[src/rtl/pt_walker.sv]
module pt_walker (
  input  logic        clk,
  input  logic        rst_n,
  input  logic        req_valid,
  input  logic [31:0] req_lin,
  input  logic        req_write,
  input  logic        req_user,
  output logic        busy,
  input  logic        pg_en,
  input  logic        wp_en,
  input  logic        big_en,
  input  logic [31:0] dir_base,
  input  logic [31:0] a20_mask,
  output logic        mem_req,
  output logic        mem_we,
  output logic [31:0] mem_addr,
  output logic [31:0] mem_wdata,
  input  logic [31:0] mem_rdata,
  input  logic        mem_ack,
  output logic        done,
  output logic        fault,
  output logic [2:0]  fault_code,
  output logic [31:0] phys_addr,
  output logic        perm_w,
  output logic        perm_u
);
  localparam int B_P  = 0;
  localparam int B_RW = 1;
  localparam int B_U  = 2;
  localparam int B_A  = 5;
  localparam int B_D  = 6;
  localparam int B_PS = 7;
  localparam logic [31:0] FRAME4K = 32'hFFFF_F000;
  localparam logic [31:0] FRAME4M = 32'hFFC0_0000;

  typedef enum logic [2:0] {S_IDLE, S_RDD, S_WBD, S_RDT, S_WBT} st_t;

  st_t         st;
  logic [31:0] lin_q, pde_q, pte_q;
  logic        wr_q, us_q, big_q;

  logic [31:0] pde_addr, pte_addr, upd, frame;
  logic        is_big, u_eff, rw_eff, prot_fail, pw_calc;

  assign pde_addr = ((dir_base & FRAME4K) + {20'b0, lin_q[31:22], 2'b00}) & a20_mask;
  assign pte_addr = ((pde_q & FRAME4K) + {20'b0, lin_q[21:12], 2'b00}) & a20_mask;

  assign is_big    = mem_rdata[B_PS] & big_en;
  assign u_eff     = (st == S_RDT) ? (pde_q[B_U]  & mem_rdata[B_U])  : mem_rdata[B_U];
  assign rw_eff    = (st == S_RDT) ? (pde_q[B_RW] & mem_rdata[B_RW]) : mem_rdata[B_RW];
  assign prot_fail = (us_q & ~u_eff) | (us_q & wr_q & ~rw_eff) | (~us_q & wr_q & wp_en & ~rw_eff);
  assign upd       = mem_rdata | (32'd1 << B_A) | ({31'd0, wr_q} << B_D);
  assign pw_calc   = upd[B_D] & (rw_eff | (~us_q & ~wp_en));
  assign frame     = (st == S_RDT) ? (((mem_rdata & FRAME4K) & a20_mask) | {20'b0, lin_q[11:0]})
                                   : (((mem_rdata & FRAME4M) & a20_mask) | {10'b0, lin_q[21:0]});

  assign busy      = (st != S_IDLE);
  assign mem_req   = busy;
  assign mem_we    = (st == S_WBD) || (st == S_WBT);
  assign mem_addr  = (st == S_RDD || st == S_WBD) ? pde_addr : pte_addr;
  assign mem_wdata = (st == S_WBD) ? pde_q : pte_q;

  always_ff @(posedge clk or negedge rst_n) begin
    if (!rst_n) begin
      st <= S_IDLE; lin_q <= '0; pde_q <= '0; pte_q <= '0;
      wr_q <= 1'b0; us_q <= 1'b0; big_q <= 1'b0;
      done <= 1'b0; fault <= 1'b0; fault_code <= '0;
      phys_addr <= '0; perm_w <= 1'b0; perm_u <= 1'b0;
    end else begin
      done <= 1'b0;
      case (st)
        S_IDLE: if (req_valid) begin
          lin_q <= req_lin; wr_q <= req_write; us_q <= req_user;
          if (!pg_en) begin
            done <= 1'b1; fault <= 1'b0; fault_code <= '0;
            phys_addr <= req_lin; perm_w <= 1'b1; perm_u <= 1'b1;
          end else st <= S_RDD;
        end
        S_RDD: if (mem_ack) begin
          pde_q <= mem_rdata;
          if (!mem_rdata[B_P]) begin
            done <= 1'b1; fault <= 1'b1; fault_code <= {us_q, wr_q, 1'b0}; st <= S_IDLE;
          end else if (is_big) begin
            if (prot_fail) begin
              done <= 1'b1; fault <= 1'b1; fault_code <= {us_q, wr_q, 1'b1}; st <= S_IDLE;
            end else begin
              fault <= 1'b0; fault_code <= '0;
              phys_addr <= frame; perm_w <= pw_calc; perm_u <= u_eff;
              big_q <= 1'b1;
              if (upd != mem_rdata) begin
                pde_q <= upd; st <= S_WBD;
              end else begin
                done <= 1'b1; st <= S_IDLE;
              end
            end
          end else begin
            big_q <= 1'b0;
            if (!mem_rdata[B_A]) begin
              pde_q <= mem_rdata | (32'd1 << B_A); st <= S_WBD;
            end else st <= S_RDT;
          end
        end
        S_WBD: if (mem_ack) begin
          if (big_q) begin
            done <= 1'b1; st <= S_IDLE;
          end else st <= S_RDT;
        end
        S_RDT: if (mem_ack) begin
          pte_q <= mem_rdata;
          if (!mem_rdata[B_P]) begin
            done <= 1'b1; fault <= 1'b1; fault_code <= {us_q, wr_q, 1'b0}; st <= S_IDLE;
          end else if (prot_fail) begin
            done <= 1'b1; fault <= 1'b1; fault_code <= {us_q, wr_q, 1'b1}; st <= S_IDLE;
          end else begin
            fault <= 1'b0; fault_code <= '0;
            phys_addr <= frame; perm_w <= pw_calc; perm_u <= u_eff;
            if (upd != mem_rdata) begin
              pte_q <= upd; st <= S_WBT;
            end else begin
              done <= 1'b1; st <= S_IDLE;
            end
          end
        end
        S_WBT: if (mem_ack) begin
          done <= 1'b1; st <= S_IDLE;
        end
        default: st <= S_IDLE;
      endcase
    end
  end


  wb_sets_accessed_chk: assert property (@(posedge clk) disable iff (!rst_n)
    (mem_req && mem_we) |-> mem_wdata[B_A]);


  done_single_chk: assert property (@(posedge clk) disable iff (!rst_n)
    done |=> !done);


  user_grant_chk: assert property (@(posedge clk) disable iff (!rst_n)
    (done && !fault && us_q) |-> perm_u);


  identity_map_chk: assert property (@(posedge clk) disable iff (!rst_n)
    (st == S_IDLE && req_valid && !pg_en) |=> (done && !fault && phys_addr == $past(req_lin)));


  code_flags_chk: assert property (@(posedge clk) disable iff (!rst_n)
    (done && fault) |-> (fault_code[2:1] == {us_q, wr_q}));
endmodule

[config.mk]
export PLATFORM = sky130hd
export DESIGN_NAME = pt_walker
export DESIGN_NICKNAME = d
export VERILOG_FILES = /design/src/rtl/pt_walker.sv
export SDC_FILE = /design/constraint.sdc
export NUM_CORES = 1
export LEC_CHECK = 0
export BUFFER_PORTS_ARGS = -buffer_cell sky130_fd_sc_hd__buf_2
export CORE_AREA = 2 2 127 129
export CTS_BUF_LIST = sky130_fd_sc_hd__clkbuf_16
export DETAILED_ROUTE_END_ITERATION = 7
export DIE_AREA = 0 0 129 131
export GPL_TIMING_DRIVEN = 0
export PLACE_DENSITY = 0.8
export SKIP_LAST_GASP = 1
export SYNTH_ARGS = -nofsm -noshare
export SYNTH_HDL_FRONTEND = slang
export SYNTH_SLANG_ARGS = --single-unit
[constraint.sdc]
create_clock -name clk -period 2.8 [get_ports clk]
set_input_delay 0.28 -clock clk [delete_from_list [all_inputs] [get_ports clk]]
set_output_delay 0.28 -clock clk [all_outputs]
set_load 0.005 [all_outputs]
---- After elaboration in Yosys (flattened, before gate mapping) ----
Cells that the tools add are included.
cells by class
  add/subtract/negate cells ............... 2
  equality and inequality tests ........... 17
  mux-type cells .......................... 84
  bitwise gates (word level) .............. 25
  reduce and logical (&&, ||, !) cells .... 12
operators with widths
  kind                                                 number
  2-to-1 mux 32 bit                                    16
  bitwise AND 32 bit                                   4
  one-hot mux 32 bit (3 select lines)                  1
  adder 32 x 12 -> 32 bit                              2
  2-to-1 mux 3 bit                                     19
  2-to-1 mux 1 bit                                     39
  != test 32 bit                                       1
  bitwise OR 32 x 12 -> 32 bit                         1
  bitwise OR 32 x 22 -> 32 bit                         1
  bitwise OR 32 x 7 -> 32 bit                          1
  != test 2 bit, second input constant                 11
  one-hot mux 3 bit (5 select lines)                   1
  AND reduction 6 bit                                  2
  bitwise AND 1 bit                                    11
  one-hot mux 1 bit (3 select lines)                   3
  one-hot mux 3 bit (3 select lines)                   1
  AND reduction 8 bit                                  1
  equality test 3 x 2 -> 1 bit, second input constant  2
  2-to-1 mux 2 bit                                     3
  AND reduction 2 bit                                  3
  nonzero test 3 bit                                   2
  one-hot mux 1 bit (5 select lines)                   1
  inverter 1 bit                                       4
  AND reduction 4 bit                                  1
  6 further kinds                                      9
storage, ports and cells
  bits in registers ....................... 141
  input port bits ......................... 137
  output and inout port bits .............. 106

---- Longest topological paths before layout ----
Gate-level depths: netlist of run 1.
  word-level depth ........................ 11
  mapped depth ............................ 8
  mapped depth without buffers ............ 5

---- Worst setup path after synthesis of run 1 ----
OpenSTA, ideal clock, no wires.
  kind .................................... register to output
  start point ............................. reg st[2]
  end point ............................... out mem_wdata[23]
  data arrival time ....................... 1630 ps
  data required time ...................... 2520 ps
  slack ................................... 890 ps
  stages on the path, launching flop included .. 5
  cells stage by stage .................... dfrtp_1 -> clkbuf_1 -> nor3b_2 -> clkbuf_1 -> mux2_2
on the way
  cells in the longest elaborated chain, start to end .. 2
ends and longest elaborated chain
  item                          line  text
  from (decl)                   38    st_t st;
  from (signal assigned)        65    st <= S_IDLE; lin_q <= '0; pde_q <= '0; pte_q <= '0;
  from (signal assigned)        77    end else st <= S_RDD;
  from (signal assigned)        82    done <= 1'b1; fault <= 1'b1; fault_code <= {us_q, wr_q, 1'b0}; st <= S_IDLE;
  equality test 3 x 2 -> 1 bit  61    assign mem_wdata = (st == S_WBD) ? pde_q : pte_q;
  2-to-1 mux 32 bit             61
  to (decl)                     17    output logic [31:0] mem_wdata,
No other way between the ends.

---- Worst setup path after layout of run 1 ----
  start point ............................. reg st[2]
  end point ............................... out mem_wdata[20]
The elaborated chain is that of the path after synthesis.

==> results of run 1 <==
[how the worst min path moves through the flow]
stage | startpoint | end
2_1_floorplan | rst_n | big_q$_DFFE_PN0P_
3_3_place_gp | fault_code[1]$_DFFE_PN0P_ | fault_code[1]$_DFFE_PN0P_
3_5_place_dp | rst_n | pde_q[28]$_DFFE_PN0P_
4_1_cts | req_write | wr_q$_DFFE_PN0P_
5_1_grt | req_write | wr_q$_DFFE_PN0P_
6_report | req_write | wr_q$_DFFE_PN0P_
[per-layer routing]
| layer | routed length, um | vias to the layer above | track usage, % |
|---|---|---|---|
| li1 | - | 2635 | - |
| met2 | 9580 | 204 | 40.1 |
| met1 | 8360 | 2749 | 29.6 |
| met4 | 455 | 2 | 9.08 |
| met3 | 1200 | 40 | 5.70 |
| met5 | 14 | - | 0 |
[final cells by class]
cell class / instances / area, sq um
Tap cell: 216 / 270
Clock buffer: 17 / 425
Inverter: 5 / 18.8
Antenna cell: 1 / 2.50
Multi-Input combinational cell: 418 / 3160
Fill cell: 1366 / 6670
Timing Repair Buffer: 227 / 1170
Sequential cell: 141 / 3530
Clock inverter: 15 / 143
Buffer: 40 / 216
[cell families after synthesis]
logic type,Yosys count
AO/OA/AOI/OAI,101
XOR/XNOR,1
buffers and inverters,45
flip-flops,141
multiplexers,144
other,1
AND/OR/NAND/NOR,170
[flip-flops by register name, indices dropped and copies added (netlist names)]
signal / count
big_q: 1
done: 1
fault: 1
fault_code: 3
lin_q: 32
pde_q: 32
perm_u: 1
perm_w: 1
phys_addr: 32
pte_q: 32
st: 3
us_q: 1
wr_q: 1
[cell usage in the layout (no fill, tap or decap), drive strengths merged, types with 10 or more instances in the layout]
master,instances
buf,247
mux2,144
dfrtp,141
nand2,103
clkbuf,36
a21boi,32
o21ai,22
inv,16
nand2b,14
nor2,14
nor2b,13
o221a,12
nand3,11
a31oi,11
a21oi,10
[power by group]
| part | switching, W | internal (W) | leakage [nW] |
|---|---|---|---|
| Combinational | 0.00240 | 0.00239 | 2.29 |
| Clock | 0.000995 | 0.00118 | 0.271 |
| Sequential | 0.000583 | 0.00304 | 1.67 |
| Total | 0.00398 | 0.00661 | 4.22 |
[tightest hold or removal path, delay by kind of cell]
kind | cells | cell delay (ns)
and+or+nand+nor | 1 | 0.03
AOI/OAI and AO/OA | 1 | 0.07
buffers and inverters | 1 | 0.07
[cell usage after synthesis, types with 3 or more instances]
master / number / share of area (%)
dfrtp_1: 141 / 51
mux2_2: 128 / 21
nand2_1: 102 / 5.6
a21boi_0: 32 / 3.5
o21ai_0: 21 / 1.5
clkbuf_1: 19 / 1.0
mux2_1: 16 / 2.6
nand2b_1: 14 / 1.3
buf_2: 13 / 0.94
nor2_1: 13 / 0.71
nor2b_1: 13 / 1.2
o221a_1: 12 / 2.0
a31oi_1: 11 / 1.0
nand3_1: 11 / 0.80
a21oi_1: 10 / 0.73
inv_1: 5 / 0.27
buf_4: 4 / 0.44
buf_6: 3 / 0.49
or2b_1: 3 / 0.33
[timing repair]
item,CTS,global route
gates resized for setup,5,9
hold buffers,1,0
endpoints found under the hold margin,54,0
endpoints found under the setup margin,22,36
[metrics by stage]
stage / hold slack, ns / std cells / TNS [ns] / util [%] / setup slack (ns)
finish: 0.0775 / 1080 / 0 / 57.3 / 0.115
global route: 0.0784 / 1080 / -0.00168 / 57.3 / -0.00168
CTS: 0.0663 / 1079 / 0 / 57.2 / 0.00301
detailed placement: 0.273 / 1046 / 0 / 53.4 / 0.317
global placement: 0.457 / 1045 / -77.78 / 53.2 / -0.563
floorplan: -0.0156 / 604 / 0 / - / 0.890
==> impl_results.md, run 1 <==
- Layout Nets: 987
- Top_reg_cell synth: dfrtp_1
- IO Count: 243
- Multiplexer area fraction after synthesis: 23.5%
- Syn Inst Count: 603
- Area after DPL: 0.00833 sq mm
- Area grow syn2layout: 29.5%
- Maximum clock frequency: 372 MHz
- Cell variety after synth: 46
- Pleak: 4.22 nW
- IO buf count: about 230
- Later-pin clock latency in the skew report: about 0.42 ns
- Slowest stage cell, crit path: dfrtp_1
- Antenna violations before repair: 2
- Post-CTS setup buffer count: 0
- Seq/Total Area, Yosys: 51.2%
- Pins Over Slew Limit: 0
- Max Cap Violations: 0
- TritonCTS clock tree: done
- Main combinational cell family by area after synthesis: multiplexers
- CP bufs+invs: 3
- Period minus WS final: 2.69 ns
- Clock tree buffer depth: 2
- Post-detailed-route via-to-cell ratio: 5.21
- VDD IR max: 0.000490 V
- CP max stage delay: ~0.42 ns
- DPL Wire Length: 14600 um
- Crit path to: mem_wdata[20]
- Worst-margin pin slew: 0.746 ns
- Setup violators final: 0
- R2R Path Start: st[0]$_DFFE_PN0P_
- DRT iter0 DRCs: 212
- Inserted Clock Buffers: 17
- Worst Path Required: ~2.5 ns
- Pre-antenna DRT Iters: 4
- Crit path max-delay family: buffers and inverters
- Hold depth: 3
- # rows: 46
- Adder-Cell Fraction of Synth Area: 0%
- Worst-path clk slew: 0.07 ns
- Die Area: around 0.017 sq mm
- Setup crit start: st[2]$_DFFE_PN0P_
- Number of global-route vias before repair: around 5700
- Post-synthesis simple-gate area fraction: 11.5%
- Async SR Flop Fraction: 100%
- Slew margin rel.: 50.1%
- Synth Area in Compound Gates: about a tenth
- Yosys reg bits: 141
- DRC Markers: 0
- Clock Skews: ~0.0083 ns
- R2R setup slack: 0.42 ns
- Routed Antenna Nets: 0
- RSZ-0062 raised after global routing: true
- Layout cell share with drive strength beyond 1: between 40% and 50%
- Global-route wire length before repair: 30200 um
- Crit path DAT: 2.41 ns
- CP Max Fanout: 10
- Grt total ovfl: 0
- Routed wire length: 19600 um
- WS Path Type: reg2out
- Initial core utilization: 44.2%
- CP Depth: 5
- Reg-to-Reg End: pde_q[24]$_DFFE_PN0P_
- H-tree levels: 4
- Final Power: 0.0106 W
- DR vias: ~5600
- Post-Synth XOR/XNOR Area: less than 1%
- Post-synth EDFFs: 0
- Final non-filler cell area: roughly 0.009 sq mm
- Core Area: 0.0156 sq mm
- TritonCTS Sinks: 141
- CP Launch Type: flop
- Hold crit path type: in2reg
- Pin count of the biggest net entering global routing: 88
- Cells on worst reg2reg path: 6
- GRT Overall Usage: about a quarter
- Final hold viol count: 0
- Critical path capture point type: output port
- Synth warn: 0
- Fin crit share: 95.9%
- Die Width: 129 um
- Synthesized area: 0.00690 sq mm
- Crit-path most repeated cell: buf_2
- DIE HEIGHT: 131 um
- Status: finished clean
- Crit-path cells: clkbuf_1 > nor3b_4 > buf_2 > mux2_2 > buf_2
- Power per cell area: 1190 mW/mm^2
- CTS root buffer: clkbuf_16
- WL/cell: 18.2 um
- GPL Wtd Cong: roughly 0.90
- Mapped Avg Cell Area: 11.4 sq um
Note: power is estimated with default switching activity, not from simulation.
==> run 2: changes to the inputs <==
Settings changed: RECOVER_POWER set to 50.
==> impl_results.md, run 2 (synthesized netlist as in run 1, its figures left out) <==
- DPL Wire Length: 14600 um (unchanged)
- GPL Wtd Cong: 0.896 (unchanged)
- WS Path Type: reg2out (unchanged)
- Setup violators final: 0 (unchanged)
- Layout Nets: 987 (unchanged)
- Logic pwr share: 45.0% (was 45.3%)
- Max Cap Violations: 0 (unchanged)
- Post-CTS setup buffer count: 0 (unchanged)
- Placed cells: 1046 (unchanged)
- Pint: 0.00655 W (was 0.00661 W)
- Clock tree buffer depth: 2 (unchanged)
- DRT iter0 DRCs: 217 (was 212)
- Power per cell area: 1190 mW/mm^2 (about the same)
- Clock power frac: 20.6% (was 20.5%)
- DRC Markers: 0 (unchanged)
- Fin crit share: 96.5% (was 95.9%)
- Clock Skews: 0.00791 ns (was 0.00832 ns)
- Area grow syn2layout: 28.6% (was 29.5%)
- Period minus WS final: 2.70 ns (was 2.69 ns)
- Filler cells: 1390 (was 1366)
- Flop pwr share: 34.4% (was 34.2%)
- Worst-margin pin slew: 1.35 ns (was 0.746 ns)
- Antenna violations before repair: 2 (unchanged)
- Worst-path clk slew: 0.07 ns (about the same)
- RSZ-0062 raised after global routing: true (unchanged)
- Routed Antenna Nets: 0 (unchanged)
- Fin cells: 1080 (unchanged)
- Layout cell share with drive strength beyond 1: 45.0% (was 48.7%)
- Worst Path Required: 2.52 ns (about the same)
- Final non-filler cell area: 0.00887 sq mm (was 0.00893 sq mm)
- Area after DPL: 0.00833 sq mm (unchanged)
- Routed wire length: 19700 um (was 19600 um)
- Commonest non-fill, non-tap cell in the layout: buf_2 (unchanged)
- DR vias: 5582 (was 5630)
- Pin count of the biggest net entering global routing: 88 (unchanged)
- H-tree levels: 4 (unchanged)
- Maximum clock frequency: 370 MHz (was 372 MHz)
- Pins Over Slew Limit: 0 (unchanged)
- CTS root buffer: clkbuf_16 (unchanged)
- Most frequent cells in the layout: 207 x buf_2, 141 x dfrtp_1, 128 x mux2_2 (was 238 x buf_2, 141 x dfrtp_1, 128 x mux2_2)
- IO buf count: 225 (unchanged)
- TritonCTS Sinks: 141 (unchanged)
- Sw power: 0.00400 W (was 0.00398 W)
- GRT Overall Usage: 23.7% (unchanged)
- DIE HEIGHT: 131 um (unchanged)
- VDD IR max: 0.000489 V (was 0.000490 V)
- Slew margin rel.: 10.1% (was 50.1%)
- Crit path DAT: 2.42 ns (was 2.41 ns)
- Hold crit path type: in2reg (unchanged)
- Later-pin clock latency in the skew report: 0.42 ns (about the same)
- TritonCTS clock tree: done (unchanged)
- # rows: 46 (unchanged)
- Switching Share: 37.9% (was 37.6%)
- Inserted Clock Buffers: 17 (unchanged)
- Status: finished clean (unchanged)
- Global-route wire length before repair: 30200 um (unchanged)
- Initial core utilization: 44.2% (unchanged)
- WL/cell: 18.3 um (was 18.2 um)
- Number of global-route vias before repair: 5742 (unchanged)
- Pleak: 4.13 nW (was 4.22 nW)
- Core Area: 0.0156 sq mm (unchanged)
- Final hold viol count: 0 (unchanged)
- CP Max Fanout: 10 (unchanged)
- CP Launch Type: flop (unchanged)
- Grt total ovfl: 0 (unchanged)
- Die Width: 129 um (unchanged)
- Final Power: 0.0106 W (about the same)
- R2R setup slack: 0.23 ns (was 0.42 ns)
- IO Count: 243 (unchanged)
- Die Area: 0.0169 sq mm (unchanged)
- Post-detailed-route via-to-cell ratio: 5.17 (was 5.21)
- Pre-antenna DRT Iters: 4 (unchanged)
- Critical path capture point type: output port (unchanged)
## run 2: cell types whose count changed in the layout (fill, tap and decap cells not counted)
cell	change
nor2_1	+1
nor2_2	-1
buf_16	-1
buf_2	-31
clkbuf_2	+1
clkbuf_1	+31
## run 2: through the flow
| step | hold WS (ns) | worst slack (ns) | util, % | TNS [ns] |
|---|---|---|---|---|
| floorplan | -0.0156 | 0.890 | - | 0 |
| CTS | 0.0663 | 0.00301 | 57.2 | 0 |
| finish | 0.0781 | 0.0988 | 56.9 | 0 |
| global placement | 0.457 | -0.563 | 53.2 | -77.78 |
| global route | 0.0784 | -0.00168 | 56.9 | -0.00168 |
| detailed placement | 0.273 | 0.317 | 53.4 | 0 |
## run 2: layer usage
metal	GRT usage (%)	part of all wire (%)	wire length, um
met1	29.6	43	8520
met2	40.1	49	9610
met3	5.70	5.8	1150
met4	9.08	2.2	432
met5	0	0.086	17
## run 2: path summary, 6_finish.rpt
path	to	start	cells past startpoint
setup / recovery	mem_wdata[20]	st[2]$_DFFE_PN0P_	5
hold / removal	wr_q$_DFFE_PN0P_	req_write	3
setup reg to reg	pde_q[24]$_DFFE_PN0P_	st[0]$_DFFE_PN0P_	6
hold reg to reg	phys_addr[24]$_DFFE_PN0P_	phys_addr[24]$_DFFE_PN0P_	1
max in group asynchronous	pde_q[9]$_DFFE_PN0P_	rst_n	3
min in group asynchronous	pte_q[28]$_DFFE_PN0P_	rst_n	2
## run 2: layout make-up
class | count | area [sq um] | share of cell area, %
clock inverters | 15 | 143 | 1.61
clock buffers | 17 | 425 | 4.80
plain buffers | 40 | 215 | 2.43
well taps | 216 | 270 | 3.05
inverters | 5 | 18.8 | 0.212
multi-input cells | 418 | 3150 | 35.6
diodes | 1 | 2.50 | 0.0282
flip-flops and latches | 141 | 3530 | 39.8
repair buffers | 227 | 1110 | 12.5
## run 2: timing repair
action | in CTS | in global routing
cloned | 0 | 0
resized for setup | 5 | 9
hold buffers | 1 | 0
endpoints found under the hold margin | 54 | 0
setup endpoints to repair | 22 | 36
## run 2: critical path, cell delays in order, from the launching register on
cell	delay, ns
dfrtp_1	0.42
clkbuf_1	0.27
nor3b_4	0.41
buf_2	0.39
mux2_2	0.38
buf_2	0.13
## run 2: power by group through the flow
stage	logic, W	clock network (W)	registers [W]
floorplan	0.00299	0	0.00350
global placement	0.00470	0	0.00359
detailed placement	0.00480	0	0.00365
CTS	0.00485	0.00222	0.00362
global route	0.00526	0.00231	0.00376
finish	0.00475	0.00218	0.00363
==> run 3: changes to the inputs <==
Settings changed: ABC_AREA set to 1, CORE_AREA 2 2 127 129 to 2 2 126 128, DIE_AREA 0 0 129 131 to 0 0 128 130.
==> impl_results.md, run 3 <==
- Status: finished clean (unchanged)
- GPL Wtd Cong: 0.942 (was 0.896)
- Top_reg_cell synth: dfrtp_1 (unchanged)
- Place WS: 0.404 ns (was 0.317 ns)
- Syn Inst Count: 892 (was 603)
- Placed cells: 1312 (was 1046)
- Antenna violations before repair: 2 (unchanged)
- WL/cell: 16.7 um (was 18.3 um)
- Routed wire length: 22500 um (was 19700 um)
- R2R Path Start: st[2]$_DFFE_PN0P_ (was st[0]$_DFFE_PN0P_)
- Die Width: 128 um (was 129 um)
- Post-synth EDFFs: 0 (unchanged)
- Die Area: 0.0166 sq mm (was 0.0169 sq mm)
- Period minus WS final: 2.68 ns (was 2.70 ns)
- CP max stage delay: 0.43 ns (was 0.42 ns)
- Final Power: 0.0104 W (was 0.0106 W)
- Area grow syn2layout: 30.0% (was 28.6%)
- Synthesized area: 0.00677 sq mm (was 0.00690 sq mm)
- Yosys reg bits: 141 (unchanged)
- Clock tree buffer depth: 2 (unchanged)
- Setup violators final: 0 (unchanged)
- RSZ-0062 raised after global routing: true (unchanged)
- Most frequent cells in the layout: 295 x nand2_1, 208 x buf_2, 150 x o21ai_0 (was 207 x buf_2, 141 x dfrtp_1, 128 x mux2_2)
- CP Max Fanout: 10 (unchanged)
- DR vias: 6987 (was 5582)
- Fin cells: 1346 (was 1080)
- Max Cap Violations: 0 (unchanged)
- Fin crit share: 95.8% (was 96.5%)
- Maximum clock frequency: 373 MHz (was 370 MHz)
- Pre-antenna DRT Iters: 5 (was 4)
- Mapped Avg Cell Area: 7.59 sq um (was 11.4 sq um)
- Core Area: 0.0154 sq mm (was 0.0156 sq mm)
- Crit-path cells: inv_2 > nand3_1 > inv_1 > clkbuf_1 > o21ai_0 > buf_2 (was clkbuf_1 > nor3b_4 > buf_2 > mux2_2 > buf_2)
- Post-detailed-route via-to-cell ratio: 5.19 (was 5.17)
- Top cells by count, synth: 294 x nand2_1, 150 x o21ai_0, 141 x dfrtp_1 (was 141 x dfrtp_1, 128 x mux2_2, 102 x nand2_1)
- Count leader, synth: nand2_1 (was dfrtp_1)
- Hold path endpoint: us_q$_DFFE_PN0P_ (was wr_q$_DFFE_PN0P_)
- Post-CTS setup buffer count: 0 (unchanged)
- DRT iter0 DRCs: 612 (was 217)
- Async SR Flop Fraction: 100% (unchanged)
- Synth warn: 0 (unchanged)
- Layout cell share with drive strength beyond 1: 23.1% (was 45.0%)
- DIE HEIGHT: 130 um (was 131 um)
- Hold depth: 3 (unchanged)
- Sum Neg Setup Slack: 0 ns (unchanged)
- Final hold viol count: 0 (unchanged)
- VDD IR max: 0.000619 V (was 0.000489 V)
- Global-route wire length before repair: 34500 um (was 30200 um)
- # rows: 46 (unchanged)
- IO buf count: 226 (was 225)
- TritonCTS Sinks: 141 (unchanged)
- CP Launch Type: flop (unchanged)
- Routed Antenna Nets: 0 (unchanged)
- Largest area contributor in the synthesized netlist: dfrtp_1 (unchanged)
- WS Path Type: reg2out (unchanged)
- Final setup margin: 0.118 ns (was 0.0988 ns)
- Clock Skews: 0.00671 ns (was 0.00791 ns)
- Worst Path Required: 2.52 ns (about the same)
- Cells on worst reg2reg path: 8 (was 6)
- Synth top area share: 52.1% (was 51.2%)
- R2R setup slack: 0.49 ns (was 0.23 ns)
- Layout Nets: 1277 (was 987)
- Hold crit path type: in2reg (unchanged)
- CTS root buffer: clkbuf_16 (unchanged)
- Pin count of the biggest net entering global routing: 97 (was 88)
- Area after DPL: 0.00818 sq mm (was 0.00833 sq mm)
- Synth top area cells: dfrtp_1 52%, nand2_1 16%, o21ai_0 11% (was dfrtp_1 51%, mux2_2 21%, nand2_1 5.6%)
- Later-pin clock latency in the skew report: 0.43 ns (was 0.42 ns)
- TritonCTS clock tree: done (unchanged)
- Inserted Clock Buffers: 17 (unchanged)
- Reg-to-Reg End: pte_q[28]$_DFFE_PN0P_ (was pde_q[24]$_DFFE_PN0P_)
- IO Count: 243 (unchanged)
- Critical path capture point type: output port (unchanged)
- Slew margin rel.: 22.2% (was 10.1%)
- Grt total ovfl: 0 (unchanged)
- HP Start: req_user (was req_write)
- DRC Markers: 0 (unchanged)
- Cell variety after synth: 23 (was 46)
- Seq/Total Area, Yosys: 52.1% (was 51.2%)
- Commonest non-fill, non-tap cell in the layout: nand2_1 (was buf_2)
- Power per cell area: 1180 mW/mm^2 (was 1190 mW/mm^2)
- H-tree levels: 4 (unchanged)
- DPL Wire Length: 16900 um (was 14600 um)
- Pins Over Slew Limit: 0 (unchanged)
- Filler cells: 1480 (was 1390)
- Initial core utilization: 43.9% (was 44.2%)
- GRT Overall Usage: 27.3% (was 23.7%)
- Pleak: 4.82 nW (was 4.13 nW)
- Worst-path clk slew: 0.06 ns (was 0.07 ns)
- Crit path DAT: 2.40 ns (was 2.42 ns)
- Number of global-route vias before repair: 6665 (was 5742)
- Worst-margin pin slew: 1.17 ns (was 1.35 ns)
- Final non-filler cell area: 0.00880 sq mm (was 0.00887 sq mm)
- Slowest stage cell, crit path: dfrtp_1 (unchanged)
==> run 3: changes by cell type in the layout (fill, tap and decap cells not counted), sizes merged, moves of 6 or more <==
cell | before | now
nand2 | 103 | 296
o21ai | 22 | 175
mux2 | 144 | 0
inv | 16 | 88
nor2 | 14 | 85
a21boi | 32 | 0
nand2b | 14 | 0
nor2b | 13 | 0
o221a | 12 | 0
nand3 | 11 | 22
o22ai | 0 | 7
bufinv | 0 | 6
clkbuf | 68 | 74
==> run 3: per-layer routing <==
metal	share of wire [%]	up-vias	track usage (%)
met4	4.0	0	13.4
met3	6.8	64	5.29
met5	0	-	0
li1	-	3326	-
met2	47	318	43.7
met1	43	3279	35.8
==> run 3: logic make-up after synthesis <==
group	count (synthesis)	synth area share [%]
AOI/OAI and AO/OA	211	16.1
buffers and inverters	136	8.37
DFF	141	52.1
other	1	0.0554
and+or+nand+nor	403	23.3
==> run 3: report_power, final <==
part	total [W]	internal, W	switching [W]
combinational	0.00424	0.00157	0.00267
sequential	0.00360	0.00300	0.000597
clock	0.00257	0.00167	0.000906
total	0.0104	0.00623	0.00418
==> run 3: timing repair <==
action,CTS,global route
resized for setup,1,10
endpoints found under the setup margin,1,28
pin swaps,0,0
hold buffers,1,0
hold endpoints to repair,45,0
==> run 3: worst max-delay path, delay by kind of cell (launching register included) <==
family	cells	cell delay, ns
and+or+nand+nor	1	0.30
DFF	1	0.43
AOI/OAI and AO/OA	1	0.21
buffers and inverters	4	1.02
==> run 3: stage by stage <==
step	utilization [%]	hold slack, ns
floorplan	-	-0.0156
global placement	52.8	0.453
detailed placement	53.0	0.241
CTS	57.4	0.0431
global route	57.1	0.0654
finish	57.1	0.0546
==> run 3: layout make-up <==
cell class                      count  area [sq um]  area share, %
Tap cell                          192           240           2.73
Antenna cell                        1          2.50         0.0284
Clock buffer                       17           425           4.83
Multi-Input combinational cell    616          2670           30.3
Sequential cell                   141          3530           40.1
Inverter                           87           327           3.71
Clock inverter                     15           244           2.77
Buffer                             49           246           2.80
Timing Repair Buffer              228          1120           12.7
==> run 3: worst max-delay path by stage <==
stage / startpoint / end / slack, ns
final: st[2]$_DFFE_PN0P_ / mem_wdata[6] / 0.12
after floorplan: st[1]$_DFFE_PN0P_ / phys_addr[10]$_DFFE_PN0P_ / 1.10
after detailed placement: st[2]$_DFFE_PN0P_ / mem_addr[23] / 0.40
after global placement: rst_n / pte_q[9]$_DFFE_PN0P_ / -0.57
after global routing: st[2]$_DFFE_PN0P_ / mem_addr[31] / -0.001
after CTS: st[2]$_DFFE_PN0P_ / mem_addr[11] / 0.03
